--- src/rtl/rxq_pkg.sv ---
package rxq_pkg;
  localparam int unsigned RXQ_DEPTH = 16;
  localparam int unsigned RXQ_DW    = 8;

  // {write accepted, read accepted}
  typedef enum logic [1:0] {
    OP_IDLE = 2'b00,
    OP_POP  = 2'b01,
    OP_PUSH = 2'b10,
    OP_BOTH = 2'b11
  } rxq_op_e;
endpackage

--- src/rtl/rxq_store.sv ---
module rxq_store #(
  parameter int unsigned DW    = 8,
  parameter int unsigned DEPTH = 16,
  localparam int unsigned AW   = $clog2(DEPTH)
) (
  input  logic          clk_i,
  input  logic          rst_ni,
  input  logic          wr_en_i,
  input  logic [DW-1:0] wr_data_i,
  input  logic          rd_en_i,
  input  logic          rd_req_i,
  input  logic          empty_i,
  output logic [DW-1:0] rd_data_o
);
  localparam logic [AW-1:0] LAST = AW'(DEPTH - 1);

  logic [DW-1:0] mem_q [DEPTH];
  logic [AW-1:0] wr_ptr_q, rd_ptr_q;

  function automatic logic [AW-1:0] bump(input logic [AW-1:0] p);
    return (p == LAST) ? '0 : p + 1'b1;
  endfunction

  always_ff @(posedge clk_i) begin
    if (wr_en_i) mem_q[wr_ptr_q] <= wr_data_i;
  end

  always_ff @(posedge clk_i or negedge rst_ni) begin
    if (!rst_ni) begin
      wr_ptr_q  <= '0;
      rd_ptr_q  <= '0;
      rd_data_o <= '0;
    end else begin
      if (wr_en_i) wr_ptr_q <= bump(wr_ptr_q);
      if (rd_en_i) begin
        rd_ptr_q  <= bump(rd_ptr_q);
        rd_data_o <= mem_q[rd_ptr_q];
      end
    end
  end

  p_wr_step_r1: assert property (@(posedge clk_i) disable iff (!rst_ni)
    wr_en_i |=> wr_ptr_q == bump($past(wr_ptr_q)));
  p_empty_pop_hold_r7: assert property (@(posedge clk_i) disable iff (!rst_ni)
    (rd_req_i && empty_i) |=> ($stable(rd_data_o) && $stable(rd_ptr_q)));
endmodule

--- src/rtl/rxq_level.sv ---
module rxq_level
  import rxq_pkg::*;
#(
  parameter int unsigned DEPTH = 16,
  localparam int unsigned CW   = $clog2(DEPTH + 1)
) (
  input  logic          clk_i,
  input  logic          rst_ni,
  input  logic          push_i,
  input  logic          pop_i,
  output logic          wr_en_o,
  output logic          rd_en_o,
  output logic [CW-1:0] cnt_o,
  output logic          empty_o,
  output logic          full_o,
  output logic          ovf_o
);
  localparam logic [CW-1:0] FULL_CNT = CW'(DEPTH);

  logic [CW-1:0] cnt_q;
  rxq_op_e       op;

  assign empty_o = (cnt_q == '0);
  assign full_o  = (cnt_q == FULL_CNT);
  assign rd_en_o = pop_i && !empty_o;
  assign wr_en_o = push_i && (!full_o || pop_i);
  assign op      = rxq_op_e'({wr_en_o, rd_en_o});
  assign cnt_o   = cnt_q;

  always_ff @(posedge clk_i or negedge rst_ni) begin
    if (!rst_ni) begin
      cnt_q <= '0;
      ovf_o <= 1'b0;
    end else begin
      unique case (op)
        OP_PUSH: cnt_q <= cnt_q + 1'b1;
        OP_POP:  cnt_q <= cnt_q - 1'b1;
        default: cnt_q <= cnt_q;
      endcase
      if (push_i && !wr_en_o) ovf_o <= 1'b1;
    end
  end

  p_cnt_bound_r4: assert property (@(posedge clk_i) disable iff (!rst_ni)
    cnt_q <= FULL_CNT);
  p_flags_excl_r3: assert property (@(posedge clk_i) disable iff (!rst_ni)
    !(empty_o && full_o));
  p_drop_full_r8: assert property (@(posedge clk_i) disable iff (!rst_ni)
    (full_o && push_i && !pop_i) |=> (full_o && ovf_o));
  p_ovf_sticky_r8: assert property (@(posedge clk_i) disable iff (!rst_ni)
    ovf_o |=> ovf_o);
  p_both_full_r9: assert property (@(posedge clk_i) disable iff (!rst_ni)
    (full_o && push_i && pop_i) |=> full_o);
endmodule

--- src/rtl/rxq_thresh.sv ---
module rxq_thresh #(
  parameter int unsigned DEPTH = 16,
  localparam int unsigned AW   = $clog2(DEPTH),
  localparam int unsigned CW   = $clog2(DEPTH + 1)
) (
  input  logic          clk_i,
  input  logic          rst_ni,
  input  logic          wr_i,
  input  logic [AW-1:0] data_i,
  input  logic [CW-1:0] cnt_i,
  output logic          evt_o
);
  logic [AW-1:0] thr_q;

  always_ff @(posedge clk_i or negedge rst_ni) begin
    if (!rst_ni) thr_q <= AW'(DEPTH - 1);
    else if (wr_i) thr_q <= data_i;
  end

  // count >= thr+1  <=>  count > thr
  assign evt_o = cnt_i > CW'(thr_q);

  p_thr_load_r6: assert property (@(posedge clk_i) disable iff (!rst_ni)
    wr_i |=> thr_q == $past(data_i));
  p_evt_full_r5: assert property (@(posedge clk_i) disable iff (!rst_ni)
    (cnt_i == CW'(DEPTH)) |-> evt_o);
endmodule

--- src/rtl/rx_byte_queue.sv ---
module rx_byte_queue
  import rxq_pkg::*;
#(
  parameter int unsigned DW    = RXQ_DW,
  parameter int unsigned DEPTH = RXQ_DEPTH,
  localparam int unsigned AW   = $clog2(DEPTH),
  localparam int unsigned CW   = $clog2(DEPTH + 1)
) (
  input  logic          clk_i,
  input  logic          rst_ni,
  input  logic          push_i,
  input  logic [DW-1:0] push_data_i,
  input  logic          pop_i,
  output logic [DW-1:0] pop_data_o,
  input  logic          thr_wr_i,
  input  logic [AW-1:0] thr_data_i,
  output logic [AW-1:0] level_o,
  output logic          empty_o,
  output logic          full_o,
  output logic          thr_evt_o,
  output logic          ovf_o
);
  logic          wr_en, rd_en;
  logic [CW-1:0] cnt;
  logic [CW-1:0] cnt_m1;

  rxq_level #(.DEPTH(DEPTH)) u_level (
    .clk_i   (clk_i),
    .rst_ni  (rst_ni),
    .push_i  (push_i),
    .pop_i   (pop_i),
    .wr_en_o (wr_en),
    .rd_en_o (rd_en),
    .cnt_o   (cnt),
    .empty_o (empty_o),
    .full_o  (full_o),
    .ovf_o   (ovf_o)
  );

  rxq_store #(.DW(DW), .DEPTH(DEPTH)) u_store (
    .clk_i     (clk_i),
    .rst_ni    (rst_ni),
    .wr_en_i   (wr_en),
    .wr_data_i (push_data_i),
    .rd_en_i   (rd_en),
    .rd_req_i  (pop_i),
    .empty_i   (empty_o),
    .rd_data_o (pop_data_o)
  );

  rxq_thresh #(.DEPTH(DEPTH)) u_thresh (
    .clk_i  (clk_i),
    .rst_ni (rst_ni),
    .wr_i   (thr_wr_i),
    .data_i (thr_data_i),
    .cnt_i  (cnt),
    .evt_o  (thr_evt_o)
  );

  assign cnt_m1  = cnt - 1'b1;
  assign level_o = empty_o ? '0 : cnt_m1[AW-1:0];

  p_level_empty_r2: assert property (@(posedge clk_i) disable iff (!rst_ni)
    empty_o |-> (level_o == '0));
endmodule

--- config.mk ---
export PLATFORM = sky130hd
export DESIGN_NAME = rx_byte_queue
export DESIGN_NICKNAME = d
export VERILOG_FILES = /design/src/rtl/rxq_pkg.sv /design/src/rtl/rxq_store.sv /design/src/rtl/rxq_level.sv /design/src/rtl/rxq_thresh.sv /design/src/rtl/rx_byte_queue.sv
export SDC_FILE = /design/constraint.sdc
export NUM_CORES = 1
export LEC_CHECK = 0
export ABC_AREA = 0
export BUFFER_PORTS_ARGS = -buffer_cell sky130_fd_sc_hd__buf_2
export CORE_UTILIZATION = 60
export DETAILED_ROUTE_END_ITERATION = 8
export PLACE_DENSITY_LB_ADDON = 0.25
export RECOVER_POWER = 100
export SETUP_SLACK_MARGIN = 0.2
export SKIP_CTS_REPAIR_TIMING = 1
export SYNTH_ARGS = -nofsm -noshare
export SYNTH_HDL_FRONTEND = slang
export SYNTH_SLANG_ARGS = --single-unit
--- constraint.sdc ---
create_clock -name clk_i -period 5.7 [get_ports clk_i]
set_input_delay 1.425 -clock clk_i [delete_from_list [all_inputs] [get_ports clk_i]]
set_output_delay 1.425 -clock clk_i [all_outputs]
set_load 0.01 [all_outputs]
# Yosys cells after proc, flatten, opt, wreduce, memory -nomap -nowiden
# Memories as Yosys holds them, arrays and structs flattened. A register that Yosys moved wholly into a read port is not among the register bits.
# Cells that the tools add are included.
[op_classes]
addsub = 4
mul = 0
reduce_logical = 10
bitwise = 0
div_mod_pow = 0
eq_ne = 5
order_cmp = 1
n_shift = 0
mux = 6
[op_table]
columns = ["operator", "count"]
rows = [
  ["4-bit two-way mux", 3],
  ["5-bit case mux with 2 select lines", 1],
  ["4-bit by 1-bit adder with 4-bit output (second input constant)", 2],
  ["4-bit equality test (second input constant)", 2],
  ["5-bit by 1-bit adder with 5-bit output (second input constant)", 1],
  ["5-bit equality test (second input constant)", 1],
  ["5-bit by 4-bit > comparator with 1-bit output", 1],
  ["5-bit logical NOT", 1],
  ["5-bit by 1-bit subtractor with 5-bit output (second input constant)", 1],
  ["1-bit logical NOT", 4],
  ["1-bit logical AND", 3],
  ["2-bit by 1-bit equality test with 1-bit output (second input constant)", 1],
  ["2-bit equality test (second input constant)", 1],
  ["1-bit two-way mux", 2],
  ["2-bit nonzero test", 1],
  ["1-bit logical OR", 1],
]
[word_totals]
mem_bits_rw = 128
mem_count = 1
mem_bits_ro = 0
inputBits = 17
reg_bits = 18
word_cells = 32
latchBits = 0
out_inout_bits = 16
[mem_list]
columns = ["name", "depth", "word_bits", "rd", "rd_clocked_by_memory_dff", "wr", "line", "text"]
rows = [
  ["u_store.mem_q", 16, 8, 1, 1, 1, "rxq_store.sv:17", "logic [DW-1:0] mem_q [DEPTH];"],
]

# Logic depth before layout (Yosys ltp)
[depth]
depth_word = 6
ltp_mapped = 11
mapped_depth_nobuf = 11

# Modules after synthesis
# From an unflattened synthesis, not the netlist that was laid out.
[hier_totals]
hier_cells = 367
hier_area_um2 = 6510.0
[modules_own_cells]
columns = ["module", "area_each_um2", "seq_area_each_um2", "cells_per_inst", "instances"]
rows = [
  ["rxq_store", 5731.7, 4244.1, 284, 1],
  ["rxq_level", 454.2, 150.1, 47, 1],
  ["rxq_thresh", 264.0, 105.1, 26, 1],
  ["rx_byte_queue", 60.1, 0.0, 10, 1],
]

# Worst setup path before layout
# No wires, ideal clock.
[synth_timing]
path_type = "input port to flip-flop"
from = "input pop_i"
to = "memory u_store.mem_q[3][0], enable pin"
t_arrival_ps = 2424
required_time_ps = 5317
slack_ps = 2893
path_buffers = 0
cell_stages = 3
setup_ps = 383
path_cell_list = "o21a_1 -> nand2_1 -> nor3_1"
[synth_between]
elab_chain_cells = 4
[synth_rtl]
columns = ["element", "line", "text"]
rows = [
  ["start, declared", "rx_byte_queue.sv:13", "input logic pop_i,"],
  ["1-bit logical OR", "rxq_level.sv:26", "assign wr_en_o = push_i && (!full_o || pop_i);"],
  ["1-bit logical AND", "rxq_level.sv:26", ""],
  ["1-bit two-way mux", "rxq_store.sv:25", "if (wr_en_i) mem_q[wr_ptr_q] <= wr_data_i;"],
  ["1-bit two-way mux (not written as such)", "rxq_store.sv:25", ""],
  ["end, declared", "rxq_store.sv:17", ""],
]
# No other way between the ends.

# Worst setup path after layout
[layout_timing]
from = "register u_level.cnt_q[0] (netlist: u_level.cnt_o[0])"
to = "output level_o[3]"
[layout_between]
elab_chain_cells = 2
elab_cells_between_ends = 3
cone_classes = "1 x add/sub; 1 x mux; 1 x reduce/logical"
[layout_rtl]
columns = ["element", "line", "text"]
rows = [
  ["start, declared", "rxq_level.sv:20", "logic [CW-1:0] cnt_q;"],
  ["start signal, assigned", "rxq_level.sv:36", "OP_PUSH: cnt_q <= cnt_q + 1'b1;"],
  ["start signal, assigned", "rxq_level.sv:37", "OP_POP: cnt_q <= cnt_q - 1'b1;"],
  ["start signal, assigned", "rxq_level.sv:38", "default: cnt_q <= cnt_q;"],
  ["5-bit by 1-bit subtractor with 5-bit output or 5-bit logical NOT (tied branches)", "n/a", ""],
  ["4-bit two-way mux *", "rx_byte_queue.sv:61", "assign level_o = empty_o ? '0 : cnt_m1[AW-1:0];"],
  ["end, declared", "rx_byte_queue.sv:17", "output logic [AW-1:0] level_o,"],
]
# Mark *: on every way between the ends. The rest lies on a longest branch, timed or not.

==> impl_metrics.json <==
{
  "outcome": "finished, final reports clean",
  "p_int_w": 0.002450,
  "die_h_um": 104.3,
  "cts_buffers": 17,
  "switching_power_w": 0.001071,
  "fin_nets": 410,
  "start_util_pct": 63.06,
  "drive_gt1_share_pct": 18.27,
  "syn_inst": 343,
  "period_minus_slack_ps": 3899,
  "syn_nets": 372,
  "clkPwrFrac_pct": 30.1,
  "hold_class": "reg -> reg",
  "track_usage_pct": 23.83,
  "powerDensity_mw_per_mm2": 499.4,
  "drt_iter0_drc": 385,
  "combPwrFrac_pct": 27.1,
  "antenna_found_initial": 0,
  "fillers": 601,
  "grt_max_degree": 38,
  "clk_latency_ps": 530,
  "grt_pass1_wl_um": 18520,
  "viasPerCell": 6.133,
  "ir_worst_vdd_mv": 0.4734,
  "drt.antenna.violating_nets": 0,
  "wl_um": 11960,
  "htree_levels": 4,
  "syn_to_final_growth_pct": 12.32,
  "synth-seq-area-share_pct": 71.68,
  "finalSetupViolCount": 0,
  "cts_buffer_depth": 2,
  "slew_viol_final": 0,
  "layout_commonest_cell": "edfxtp_1",
  "relSlewSlack_pct": 3.690,
  "instances_no_fill": 527,
  "ys_seq_elements": 154,
  "cp-start-kind": "register",
  "grt_pass1_vias": 3212,
  "ff2ff_path_depth": 10,
  "cts.sinks": 154,
  "setup_slack_ps": 1801,
  "clkTransAtPathRegs_ps": 60,
  "cts_root_buffer": "clkbuf_8",
  "post-place-ws_ps": 2362,
  "pin_count": 33,
  "grt_overflow": 0,
  "rr_endpoint": "u_level.cnt_o[4]$_DFFE_PN0P_",
  "via_count": 3232,
  "dpl.hpwl_um": 7345,
  "crit_arrival_ps": 2470,
  "critPathMaxFanout": 6,
  "crit_required_ps": 4280,
  "netSwitchingFraction_pct": 30.43,
  "synth_area_mm2": 0.006277,
  "die-area_mm2": 0.01088,
  "diodes": 0,
  "setup_tns_ps": 0,
  "core_area_mm2": 0.009955,
  "fp.dieW_um": 104.3,
  "leakage_nw": 2.429,
  "drt-pass1-iter-count": 4,
  "gp_congestion": 0.7939,
  "max_freq_ghz": 0.2565,
  "port_buffers": 32,
  "rows": 36,
  "pwr-share-seq_pct": 42.8,
  "crit_start": "u_level.cnt_o[0]$_DFFE_PN0P_",
  "finalPower_w": 0.003521,
  "endpoint": "level_o[3]",
  "ys_warn_count": 0,
  "crit_path_end_kind": "output port",
  "fin_crit_sh_pct": 68.41,
  "tightest_slew_ps": 1445,
  "reg2reg_slack_ps": 2270,
  "r2r_start": "u_level.cnt_o[0]$_DFFE_PN0P_",
  "synthDistinctLibCells": 36,
  "drv_cap": 0,
  "crit_type": "reg -> out",
  "post_drt_wl_per_cell_um": 22.70,
  "rsz0062_at_grt": "no",
  "dp.cells": 495,
  "finClkSkew_ps": 8.791,
  "syn_area_per_cell_um2": 18.30,
  "hold_violations": 0,
  "cts_tree": "built",
  "mostFrequentLayoutCells": "128 x edfxtp_1, 27 x clkbuf_1, 21 x nor2_1, 21 x dfrtp_1, 19 x mux4_2",
  "drcViolationCount": 0
}
[state kept, by name, indices dropped and copies added (netlist names)]
name,cells
u_store.mem_q,128
u_store.rd_data_o,8
u_level.cnt_o,5
u_store.rd_ptr_q,4
u_store.wr_ptr_q,4
u_thresh.thr_q,4
u_level.ovf_o,1
[power by group through the flow]
stage          clock [W]  sequential (W)  combinational [W]
3_3_place_gp           0         0.00152           0.000964
4_1_cts          0.00108         0.00151           0.000994
2_1_floorplan          0         0.00148           0.000762
5_1_grt          0.00111         0.00153            0.00104
3_5_place_dp           0         0.00153           0.000985
6_report         0.00106         0.00151           0.000956
[layout make-up]
class / instances / area [µm²] / share of cell area, %
Inverter: 9 / 33.78 / 0.4791
Timing Repair Buffer: 35 / 146.4 / 2.076
Multi-Input combinational cell: 164 / 1639 / 23.25
Clock inverter: 15 / 150.1 / 2.130
Clock buffer: 17 / 414.1 / 5.874
Tap cell: 133 / 166.4 / 2.360
Sequential cell: 154 / 4501 / 63.83
[synthesized netlist by cell type (all sizes together)]
cell type | count | area share [%]
edfxtp | 128 | 61
mux4 | 32 | 12
dfrtp | 22 | 8.8
nor2 | 21 | 1.3
o22ai | 16 | 1.6
nand2 | 14 | 0.84
a21oi | 12 | 0.96
buf | 12 | 1.2
ha | 12 | 2.4
mux2 | 11 | 2.0
o21ai | 10 | 0.80
inv | 9 | 0.54
xnor2 | 6 | 0.84
nor3 | 5 | 0.40
clkbuf | 4 | 0.24
dfstp | 4 | 1.7
nand2b | 4 | 0.40
nand3 | 3 | 0.24
nor2b | 3 | 0.30
xor2 | 3 | 0.42
a21o | 2 | 0.24
a31oi | 1 | 0.10
a32oi | 1 | 0.14
and4 | 1 | 0.14
nand4 | 1 | 0.10
nor3b | 1 | 0.12
nor4b | 1 | 0.38
o21a | 1 | 0.12
o21bai | 1 | 0.12
o41ai | 1 | 0.14
or2 | 1 | 0.10
[per-stage QoR]
stage | util (%) | cell area [µm²] | hold WS, ps
3_5_place_dp | 65.67 | 6538 | 446.0
2_1_floorplan | - | 6277 | 474.1
4_1_cts | 71.34 | 7102 | 459.9
3_3_place_gp | 65.67 | 6538 | 436.8
5_1_grt | 70.83 | 7051 | 503.1
6_report | 70.83 | 7051 | 461.2
[cells by family after synthesis]
group / after synthesis / synth area share [%]
AOI/OAI and AO/OA: 45 / 4.206
muxes: 43 / 14.23
buffers and inverters: 25 / 1.973
and+or+nand+nor: 55 / 4.266
xor gates and xnor gates: 9 / 1.256
DFF: 154 / 71.68
adders and majority gates: 12 / 2.392
[critical path, cell delays in order (launching register included)]
cell and delay, ps:
dfrtp_1 450, inv_1 120, ha_1 220, nor4b_1 880, nor2_1 110, clkbuf_1 160
[layer usage]
metal	GRT usage (%)	part of all wire [%]
met1	33.74	42
met3	5.013	6.8
met4	7.449	1.2
met2	37.61	50
met5	0	0
[how the worst min path moves through the flow]
stage                                  startpoint                       endpoint  slack (ps)  cells after the start
global placement        u_level.ovf_o$_DFFE_PN0P_      u_level.ovf_o$_DFFE_PN0P_         440                      1
detailed placement      u_level.ovf_o$_DFFE_PN0P_      u_level.ovf_o$_DFFE_PN0P_         450                      1
floorplan           u_thresh.thr_q[1]$_DFFE_PN1P_  u_thresh.thr_q[1]$_DFFE_PN1P_         470                      2
finish                  u_level.ovf_o$_DFFE_PN0P_      u_level.ovf_o$_DFFE_PN0P_         460                      1
global route            u_level.ovf_o$_DFFE_PN0P_      u_level.ovf_o$_DFFE_PN0P_         500                      1
CTS                     u_level.ovf_o$_DFFE_PN0P_      u_level.ovf_o$_DFFE_PN0P_         460                      1
Power figures use the tool's default switching activity.
